===== src/rtl/lin_wake_pkg.sv =====
`timescale 1ns/1ps
package lin_wake_pkg;

   localparam int CTRL_W   = 5;
   localparam int F_RESYNC = 0;
   localparam int F_WAKE   = 1;
   localparam int F_SEL_LO = 2;
   localparam int F_DEBUG  = 4;
   localparam int SEL_W    = 2;
   localparam int SEL_N    = 1 << SEL_W;

   typedef enum logic [1:0] {
      PH_IDLE  = 2'd0,
      PH_PULSE = 2'd1,
      PH_DELIM = 2'd2
   } phase_e;

endpackage


===== src/rtl/lin_wake_ctrl_reg.sv =====
`timescale 1ns/1ps
module lin_wake_ctrl_reg
   import lin_wake_pkg::*;
(
   input  logic              clk,
   input  logic              rst_n,
   input  logic              wr_en,
   input  logic [CTRL_W-1:0] wr_data,
   input  logic              tx_busy,
   output logic              resync_q,
   output logic              resync_d,
   output logic              debug_q,
   output logic              wake_req,
   output logic [SEL_W-1:0]  req_sel,
   output logic [CTRL_W-1:0] rd_data
);

   logic             accept;
   logic [SEL_W-1:0] sel_q;

   assign accept   = wr_en & ~tx_busy;
   assign resync_d = accept ? wr_data[F_RESYNC] : resync_q;
   assign wake_req = accept & wr_data[F_WAKE] & ~wr_data[F_RESYNC];
   assign req_sel  = wr_data[F_SEL_LO +: SEL_W];

   always_ff @(posedge clk or negedge rst_n) begin
      if (!rst_n) begin
         resync_q <= 1'b0;
         debug_q  <= 1'b0;
         sel_q    <= '0;
      end else if (accept) begin
         resync_q <= wr_data[F_RESYNC];
         debug_q  <= wr_data[F_DEBUG];
         sel_q    <= wr_data[F_SEL_LO +: SEL_W];
      end
   end

   always_comb begin
      rd_data                      = '0;
      rd_data[F_RESYNC]            = resync_q;
      rd_data[F_SEL_LO +: SEL_W]   = sel_q;
      rd_data[F_DEBUG]             = debug_q;
   end

   // a blocked write leaves the readback untouched
   p_busy_hold_r3: assert property (@(posedge clk) disable iff (!rst_n)
      (wr_en && tx_busy) |=> $stable(rd_data));

endmodule


===== src/rtl/lin_wake_seq.sv =====
`timescale 1ns/1ps
module lin_wake_seq
   import lin_wake_pkg::*;
#(
   parameter int PULSE_TICKS = 8,
   parameter int DLY_SEL0    = 4,
   parameter int DLY_SEL1    = 8,
   parameter int DLY_SEL2    = 32,
   parameter int DLY_SEL3    = 64,
   parameter int CNT_W       = 7
)(
   input  logic             clk,
   input  logic             rst_n,
   input  logic             resync_q,
   input  logic             wake_req,
   input  logic [SEL_W-1:0] req_sel,
   input  logic             bit_tick,
   output phase_e           ph_q,
   output phase_e           ph_d,
   output logic             done
);

   localparam logic [CNT_W-1:0] PULSE_LAST = CNT_W'(PULSE_TICKS - 1);
   localparam logic [CNT_W-1:0] CNT_ONE    = CNT_W'(1);

   initial begin
      assert (PULSE_TICKS >= 1) else $error("PULSE_TICKS must be at least 1");
      assert (DLY_SEL0 >= 1 && DLY_SEL1 >= 1 && DLY_SEL2 >= 1 && DLY_SEL3 >= 1)
         else $error("delimiter lengths must be at least 1");
      assert ((1 << CNT_W) > PULSE_TICKS) else $error("CNT_W too narrow");
   end

   function automatic int sel_ticks(int idx);
      case (idx)
         0:       return DLY_SEL0;
         1:       return DLY_SEL1;
         2:       return DLY_SEL2;
         default: return DLY_SEL3;
      endcase
   endfunction

   logic [CNT_W-1:0] dly_lut [SEL_N];

   for (genvar gi = 0; gi < SEL_N; gi++) begin : g_dly
      assign dly_lut[gi] = CNT_W'(sel_ticks(gi));
   end

   logic [CNT_W-1:0] cnt_q, cnt_d;
   logic [CNT_W-1:0] len_q, len_d;

   always_comb begin
      ph_d  = ph_q;
      cnt_d = cnt_q;
      len_d = len_q;
      done  = 1'b0;
      if (resync_q) begin
         ph_d  = PH_IDLE;
         cnt_d = '0;
      end else begin
         case (ph_q)
            PH_IDLE: begin
               if (wake_req) begin
                  ph_d  = PH_PULSE;
                  cnt_d = '0;
                  len_d = dly_lut[req_sel];
               end
            end
            PH_PULSE: begin
               if (bit_tick) begin
                  if (cnt_q == PULSE_LAST) begin
                     ph_d  = PH_DELIM;
                     cnt_d = '0;
                  end else begin
                     cnt_d = cnt_q + CNT_ONE;
                  end
               end
            end
            PH_DELIM: begin
               if (bit_tick) begin
                  if (cnt_q + CNT_ONE == len_q) begin
                     ph_d  = PH_IDLE;
                     cnt_d = '0;
                     done  = 1'b1;
                  end else begin
                     cnt_d = cnt_q + CNT_ONE;
                  end
               end
            end
            default: begin
               ph_d  = PH_IDLE;
               cnt_d = '0;
            end
         endcase
      end
   end

   always_ff @(posedge clk or negedge rst_n) begin
      if (!rst_n) begin
         ph_q  <= PH_IDLE;
         cnt_q <= '0;
         len_q <= '0;
      end else begin
         ph_q  <= ph_d;
         cnt_q <= cnt_d;
         len_q <= len_d;
      end
   end

   // a request during the delimiter never restarts the pulse
   p_no_restart_r7: assert property (@(posedge clk) disable iff (!rst_n)
      (ph_q == PH_DELIM && wake_req) |=> (ph_q != PH_PULSE));

endmodule


===== src/rtl/lin_wake_gate.sv =====
`timescale 1ns/1ps
module lin_wake_gate
   import lin_wake_pkg::*;
(
   input  logic   clk,
   input  logic   rst_n,
   input  phase_e ph_d,
   input  logic   resync_d,
   input  logic   resync_q,
   input  logic   debug_q,
   input  logic   bus_sleep,
   input  logic   done,
   input  logic   exc_bit_err,
   input  logic   exc_phys_err,
   input  logic   exc_wake_det,
   output logic   tx_ready,
   output logic   eng_reset
);

   logic woke_q, woke_d;
   logic sleep_q;
   logic exc_q;
   logic exc_any;

   assign exc_any = exc_bit_err | exc_phys_err | exc_wake_det;

   always_comb begin
      if (done)                    woke_d = 1'b1;
      else if (bus_sleep & ~sleep_q) woke_d = 1'b0;
      else                         woke_d = woke_q;
   end

   always_ff @(posedge clk or negedge rst_n) begin
      if (!rst_n) begin
         woke_q   <= 1'b0;
         sleep_q  <= 1'b0;
         exc_q    <= 1'b0;
         tx_ready <= 1'b0;
      end else begin
         woke_q   <= woke_d;
         sleep_q  <= bus_sleep;
         exc_q    <= exc_any & ~debug_q;
         tx_ready <= (ph_d == PH_IDLE) & ~resync_d & (~bus_sleep | woke_d);
      end
   end

   assign eng_reset = resync_q | exc_q;

   // sleeping bus without a completed wake-up keeps ready low
   p_sleep_block_r8: assert property (@(posedge clk) disable iff (!rst_n)
      ($past(bus_sleep) && !woke_q) |-> !tx_ready);

   // exceptions restart the engine when debug is clear
   p_auto_reset_r10: assert property (@(posedge clk) disable iff (!rst_n)
      (exc_any && !debug_q) |=> eng_reset);

endmodule


===== src/rtl/lin_wake_ctrl.sv =====
`timescale 1ns/1ps
module lin_wake_ctrl
   import lin_wake_pkg::*;
#(
   parameter int PULSE_TICKS = 8,
   parameter int DLY_SEL0    = 4,
   parameter int DLY_SEL1    = 8,
   parameter int DLY_SEL2    = 32,
   parameter int DLY_SEL3    = 64
)(
   input  logic              clk,
   input  logic              rst_n,
   input  logic              wr_en_i,
   input  logic [CTRL_W-1:0] wr_data_i,
   output logic [CTRL_W-1:0] rd_data_o,
   input  logic              tx_busy_i,
   input  logic              bit_tick_i,
   input  logic              bus_sleep_i,
   input  logic              exc_bit_err_i,
   input  logic              exc_phys_err_i,
   input  logic              exc_wake_det_i,
   output logic              txd_o,
   output logic              tx_ready_o,
   output logic              eng_reset_o
);

   localparam int MAX_A = (DLY_SEL0 > DLY_SEL1) ? DLY_SEL0 : DLY_SEL1;
   localparam int MAX_B = (DLY_SEL2 > DLY_SEL3) ? DLY_SEL2 : DLY_SEL3;
   localparam int MAX_D = (MAX_A > MAX_B) ? MAX_A : MAX_B;
   localparam int MAX_T = (MAX_D > PULSE_TICKS) ? MAX_D : PULSE_TICKS;
   localparam int CNT_W = $clog2(MAX_T + 1);

   logic             resync_q, resync_d, debug_q, wake_req, done;
   logic [SEL_W-1:0] req_sel;
   phase_e           ph_q, ph_d;

   lin_wake_ctrl_reg u_reg (
      .clk      (clk),
      .rst_n    (rst_n),
      .wr_en    (wr_en_i),
      .wr_data  (wr_data_i),
      .tx_busy  (tx_busy_i),
      .resync_q (resync_q),
      .resync_d (resync_d),
      .debug_q  (debug_q),
      .wake_req (wake_req),
      .req_sel  (req_sel),
      .rd_data  (rd_data_o)
   );

   lin_wake_seq #(
      .PULSE_TICKS (PULSE_TICKS),
      .DLY_SEL0    (DLY_SEL0),
      .DLY_SEL1    (DLY_SEL1),
      .DLY_SEL2    (DLY_SEL2),
      .DLY_SEL3    (DLY_SEL3),
      .CNT_W       (CNT_W)
   ) u_seq (
      .clk      (clk),
      .rst_n    (rst_n),
      .resync_q (resync_q),
      .wake_req (wake_req),
      .req_sel  (req_sel),
      .bit_tick (bit_tick_i),
      .ph_q     (ph_q),
      .ph_d     (ph_d),
      .done     (done)
   );

   lin_wake_gate u_gate (
      .clk          (clk),
      .rst_n        (rst_n),
      .ph_d         (ph_d),
      .resync_d     (resync_d),
      .resync_q     (resync_q),
      .debug_q      (debug_q),
      .bus_sleep    (bus_sleep_i),
      .done         (done),
      .exc_bit_err  (exc_bit_err_i),
      .exc_phys_err (exc_phys_err_i),
      .exc_wake_det (exc_wake_det_i),
      .tx_ready     (tx_ready_o),
      .eng_reset    (eng_reset_o)
   );

   assign txd_o = (ph_q != PH_PULSE);

   // an accepted request pulls the line dominant on the next cycle
   p_pulse_start_r4: assert property (@(posedge clk) disable iff (!rst_n)
      (wake_req && ph_q == PH_IDLE && !resync_q) |=> !txd_o);

   // no ready while a pulse or delimiter is running
   p_ready_gated_r5: assert property (@(posedge clk) disable iff (!rst_n)
      (ph_q != PH_IDLE) |-> !tx_ready_o);

   // a held resync keeps ready low and the line released
   p_resync_hold_r9: assert property (@(posedge clk) disable iff (!rst_n)
      (resync_q && $past(resync_q)) |-> (!tx_ready_o && txd_o && eng_reset_o));

endmodule


===== config.mk =====
export PLATFORM = sky130hd
export DESIGN_NAME = lin_wake_ctrl
export DESIGN_NICKNAME = d
export VERILOG_FILES = /design/src/rtl/lin_wake_pkg.sv /design/src/rtl/lin_wake_ctrl_reg.sv /design/src/rtl/lin_wake_seq.sv /design/src/rtl/lin_wake_gate.sv /design/src/rtl/lin_wake_ctrl.sv
export SDC_FILE = /design/constraint.sdc
export NUM_CORES = 1
export LEC_CHECK = 0
export ABC_AREA = 1
export BUFFER_PORTS_ARGS = -buffer_cell sky130_fd_sc_hd__buf_4
export CAP_MARGIN = 20
export CORE_ASPECT_RATIO = 1.4
export CORE_UTILIZATION = 35
export CTS_BUF_LIST = sky130_fd_sc_hd__clkbuf_8
export DETAILED_ROUTE_END_ITERATION = 16
export PLACE_DENSITY = 0.56
export SLEW_MARGIN = 20
export SYNTH_ARGS = -nofsm -noshare
export SYNTH_HDL_FRONTEND = slang
export SYNTH_SLANG_ARGS = --single-unit

===== constraint.sdc =====
create_clock -name clk -period 2.2 [get_ports clk]
set_input_delay 0.55 -clock clk [delete_from_list [all_inputs] [get_ports clk]]
set_output_delay 0.55 -clock clk [all_outputs]
set_load 0.02 [all_outputs]

# Word-level counts from Yosys, hierarchy flattened
# Cells that the tools add are included.
dict set report word_totals {
  out_inout_bits 8
  regBits 24
  wordCells 67
  inputBits 14
}
dict set report op_classes {
  n_reduce_logical 4
  add_sub_neg 1
  mux 24
  eq_ne 8
  magnitude_cmp 1
  bitwise 19
}
# operator count
set ops {}
lappend ops {{$mux 7} 8}
lappend ops {{$pmux 7 s3} 1}
lappend ops {{$bmux 7 s2} 1}
lappend ops {{$mux 2} 6}
lappend ops {{$ne 3x3->1 const B} 3}
lappend ops {{$add 7x1->7 const B} 1}
lappend ops {{$and 1x1->1} 7}
lappend ops {{$eq 7x3->1 const B} 1}
lappend ops {{$eq 7x7->1} 1}
lappend ops {{$mux 1} 7}
lappend ops {{$not 1->1} 7}
lappend ops {{$pmux 2 s3} 1}
lappend ops {{$reduce_and 3->1} 2}
lappend ops {{$logic_not 2->1} 2}
lappend ops {{$or 1x1->1} 4}
lappend ops {{$ge 3x3->1 const B} 1}
lappend ops {{$not 2->3} 1}
lappend ops {{$eq 2x1->1 const B} 1}
lappend ops {{$eq 2x2->1 const B} 1}
lappend ops {{$ne 2x1->1 const B} 1}

# Logic depth before layout (Yosys ltp)
dict set report depth {
  ltp_word 10
  depth_mapped 15
  ltp_nobuf 15
}

# Cells and area by module
# From an unflattened synthesis, not the netlist that was laid out.
dict set report hier_totals {
  cells_unflattened 174
  hier_area_um2 1333.8
}
# module cells_per_inst seq_area_each_um2 area_each_um2 n_inst
set by_module_without_submodules {}
lappend by_module_without_submodules {lin_wake_seq 130 325.3 959.7 1}
lappend by_module_without_submodules {lin_wake_ctrl_reg 26 100.1 210.2 1}
lappend by_module_without_submodules {lin_wake_gate 16 100.1 156.4 1}
lappend by_module_without_submodules {lin_wake_ctrl 2 0.0 7.5 1}

# Least setup slack after synthesis
# OpenSTA, ideal clock, no wires.
dict set report synth_timing {
  kind {flip-flop to flip-flop}
  startpoint {register u_seq.cnt_q[0]}
  endpoint {register u_seq.cnt_q[0]}
  slack_ns 0.546
  period_less_slack_ns 1.654
  path_buffers 0
  setup_ns 0.129
  stages_incl_launch_ff 13
  arrival_time_ns 1.526
  required_ns 2.071
  path_cell_list {dfrtp_1 > ha_1 > nand2_2 > inv_1 > nand2_2 > a21oi_2 > nand3_1 > nor2_2 > nand2_1 > nand2_1 > nand2_1 > nand2_2 > o21ai_0}
}
dict set report synth_between {
  elab_chain_cells 6
  elab_cells_between_ends 9
  cone_classes {add/sub: 1; eq/ne: 2; mux: 6}
}
# item line_no
set synth_lines {}
lappend synth_lines {{start, declared} lin_wake_seq.sv:48} ;# logic [CNT_W-1:0] cnt_q, cnt_d;
lappend synth_lines {{start signal, assigned} lin_wake_seq.sv:104} ;# cnt_q <= cnt_d;
lappend synth_lines {{$add 7x1->7} {lin_wake_seq.sv:74, lin_wake_seq.sv:80, lin_wake_seq.sv:85}}
lappend synth_lines {{$eq 7x7->1} lin_wake_seq.sv:80} ;# if (cnt_q + CNT_ONE == len_q) begin
lappend synth_lines {{$mux 7} lin_wake_seq.sv:80}
lappend synth_lines {{$mux 7} lin_wake_seq.sv:79} ;# if (bit_tick) begin
lappend synth_lines {{$pmux 7 s3 (*)} lin_wake_seq.sv:60} ;# case (ph_q)
lappend synth_lines {{$mux 7 (*)} lin_wake_seq.sv:56} ;# if (resync_q) begin
# Every way passes the cells marked *; elsewhere a longest branch is shown, timed or not. The select of a mux whose other input is x is not followed.
# A chain may end at the register's enable or synchronous reset.

# Worst setup path after layout
# Ends and elaborated chain as after synthesis.

==> run_results.csv <==
group,metric,value,unit
outcome,status,"finished, final reports clean",
global_route,grt_pass1_wl,4.58,mm
placed_design,placedCellCount,226,
route,first_pass_iters,4,
final_layout,n_fill_cell,376,
global_route,overflow,0,
floorplan,die_y,72.2,um
critical_path,rr_startpoint,"u_seq.cnt_q[0]$_DFFE_PN0P_",
clock_tree,cts_buffer_depth,2,
critical_path,cp.required,2.34,ns
clock_tree,tritoncts,"yes",
synth,yosysTopAreaCell,"dfrtp_1",
clock_tree,htree_levels,1,
critical_path,r2r_end,"u_seq.cnt_q[0]$_DFFE_PN0P_",
final_layout,antennaDiodeCount,0,
critical_path,end_kind,"register",
clock_tree,cts.sinks,21,
sta,fin_setup_tns,0,ns
synth,synth_top_area_share,42.6,%
min_path,hold_class,"in2async",
route,avgRoutedWirePerCell,11.5,um
clock_tree,cts_setup_buffers,0,
synth,synth_seq_cells,21,
floorplan,io_pins,22,
floorplan,core-area,0.00338,mm^2
sta,finalMaxSlewViolations,0,
pwr,peakVddDrop,0.443,mV
global_route,antenna_found_initial,0,
route,via_per_inst,4.84,
clock_tree,clk_latency,0.26,ns
clock_tree,ctsResizeCount,0,
critical_path,regToRegSetupSlack,0.27,ns
final_layout,final_cell_area,0.00147,mm^2
sta,period_share,87.6,%
sta,layout_min_cycle_time,1.93,ns
final_layout,drive_gt1_share,18.9,%
critical_path,path_max_fanout,5,
critical_path,max_stage_delay,0.42,ns
critical_path,cp-start-kind,"register",
final_layout,fin_cells,230,
flow_run,max_cap_viol_count,0,
final_layout,area_growth,19.3,%
synth,async_reset_ff_share,100,%
critical_path,cp.arrival,2.06,ns
synth,synth_top_flop_cell,"dfrtp_1",
synth,synth_edf_count,0,
critical_path,path_cells,"ha_1 > nand2_2 > inv_1 > nand2_2 > a21oi_2 > nand3_1 > nor2_2 > nand2_1 > nand2_1 > nand2_1 > nand2_2 > o21ai_0",
global_route,grt_max_degree,22,
synth,yosys_warnings,0,
placed_design,numPortBuffers,20,
synth,synth_cell_types,18,
route,antenna_left,0,
critical_path,slowest_stage,"dfrtp_1",
synth,yosysMostFrequentCell,"nand2_1",
global_route,first_global_vias,1061,
synth,synthesis.area,0.00123,mm^2
placed_design,dpl.hpwl,2.14,mm
clock_tree,ctsHoldBuffers,0,
pwr,p_leak,0.813,nW
route,num_vias,1113,
sta,finalSetupViolCount,0,
sta,finalHoldViolCount,0,
critical_path,reg2reg_depth,12,
sta,skew,0.00140,ns
clock_tree,numCtsBuffers,3,
placed_design,gp_congestion,0.814,
synth,yosysSeqAreaShare,42.6,%
clock_tree,cts.clk_slew.worst_paths,0.08,ns
global_route,gr-usage-all-layers,16.2,%
route,drc,0,
synth,synth_nets,186,
sta,rsz0062_at_grt,"false",
critical_path,worst-setup-path-type,"reg2reg",
synth,synthCells,167,
placed_design,dpl_cell_area,0.00143,mm^2
synth,synth_common_cells,"nand2_1 (42), inv_1 (31), dfrtp_1 (21)",
sta,max_freq,519,MHz
pwr,powerDensity,582,mW/mm^2
final_layout,num-nets-final,210,
floorplan,dieWidth,52.2,um
floorplan,die-area,0.00377,mm^2
synth,synthTopCellsByArea,"dfrtp_1 (43%), nand2_1 (13%), inv_1 (9.4%)",
floorplan,initial_utilization,36.5,%
route,drtIter0Drc,33,
route,drt_wl_total,2.65,mm
synth,avgSynthCellArea,7.38,um^2
clock_tree,root_buffer,"clkbuf_8",
floorplan,rows,25,
==> worst max-delay path, delay by kind of cell (launching register included) <==
kind,cells,cell delay (ns)
compound gates,2,0.23
fa+ha+maj,1,0.25
buf+inv,1,0.11
flops,1,0.42
simple gates,8,0.79
==> layout by cell type, fill, tap and decap left out <==
cell type and count:
nand4_1 2, nor3_1 3, dfrtp_1 21, xor2_1 2, nor2_1 11, nor2_2 3
o21ai_0 13, o22ai_1 3, nand3_1 19, nand2_2 4, or2_2 1, buf_4 22
ha_1 5, inv_1 32, a21oi_2 1, nand3_2 2, clkbuf_8 3, conb_1 1
nand2_1 42
==> routing by layer <==
layer | track usage (%) | wire length, um | part of all wire (%) | up-vias
met5 | 0 | 0 | 0 | -
met4 | 5.56 | 19 | 0.72 | 0
met3 | 3.14 | 127 | 4.8 | 2
met2 | 29.2 | 1420 | 54 | 34
met1 | 18.5 | 1080 | 41 | 513
li1 | - | - | - | 564
==> logic make-up after synthesis <==
logic type | synth area share, %
AND/OR/NAND/NOR | 31.8
adder cells (fa/ha/maj) | 5.08
XOR/XNOR | 1.42
other | 0.304
AO/OA/AOI/OAI | 7.51
flip-flops | 42.6
buffers and inverters | 11.3
==> per-stage QoR <==
stage	total power, mW	worst slack, ns	hold WS, ns	util (%)
3_5_place_dp	0.617	0.269	0.453	42.2
6_report	0.856	0.274	0.164	43.5
2_1_floorplan	0.551	0.546	0.254	-
5_1_grt	0.904	0.124	0.180	43.5
4_1_cts	0.869	0.278	0.169	43.5
3_3_place_gp	0.618	0.317	0.454	42.2
==> registers in the layout, indices dropped and copies added, names as in the netlist <==
register,cells
u_reg.debug_q,1
u_gate.tx_ready,1
u_seq.len_q,4
u_reg.sel_q,2
u_gate.sleep_q,1
u_gate.exc_q,1
u_gate.woke_q,1
u_seq.cnt_q,7
u_reg.resync_q,1
u_seq.ph_q,2
==> final cells by class <==
cell class | instances | area [um^2] | area share, %
Clock buffer | 3 | 41.3 | 2.81
Multi-Input combinational cell | 112 | 568 | 38.6
Timing Repair Buffer | 22 | 165 | 11.2
Clock inverter | 1 | 3.75 | 0.255
Sequential cell | 21 | 526 | 35.7
Inverter | 31 | 116 | 7.91
Tap cell | 40 | 50.0 | 3.40
==> report_power, final <==
part           internal [mW]  switching [mW]  total, mW
logic                 0.0637          0.0970      0.161
clock network          0.124           0.125      0.249
registers              0.424          0.0223      0.446
==> worst max path at each step <==
stage	start	to	depth (start not counted)
2_1_floorplan	u_seq.cnt_q[0]$_DFFE_PN0P_	u_seq.cnt_q[0]$_DFFE_PN0P_	12
3_3_place_gp	tx_busy_i	u_seq.cnt_q[0]$_DFFE_PN0P_	10
3_5_place_dp	tx_busy_i	u_seq.cnt_q[0]$_DFFE_PN0P_	10
4_1_cts	u_seq.cnt_q[0]$_DFFE_PN0P_	u_seq.cnt_q[0]$_DFFE_PN0P_	12
5_1_grt	u_seq.cnt_q[0]$_DFFE_PN0P_	u_seq.cnt_q[4]$_DFFE_PN0P_	14
6_report	u_seq.cnt_q[0]$_DFFE_PN0P_	u_seq.cnt_q[0]$_DFFE_PN0P_	12
Note: power is estimated with default switching activity, not from simulation.
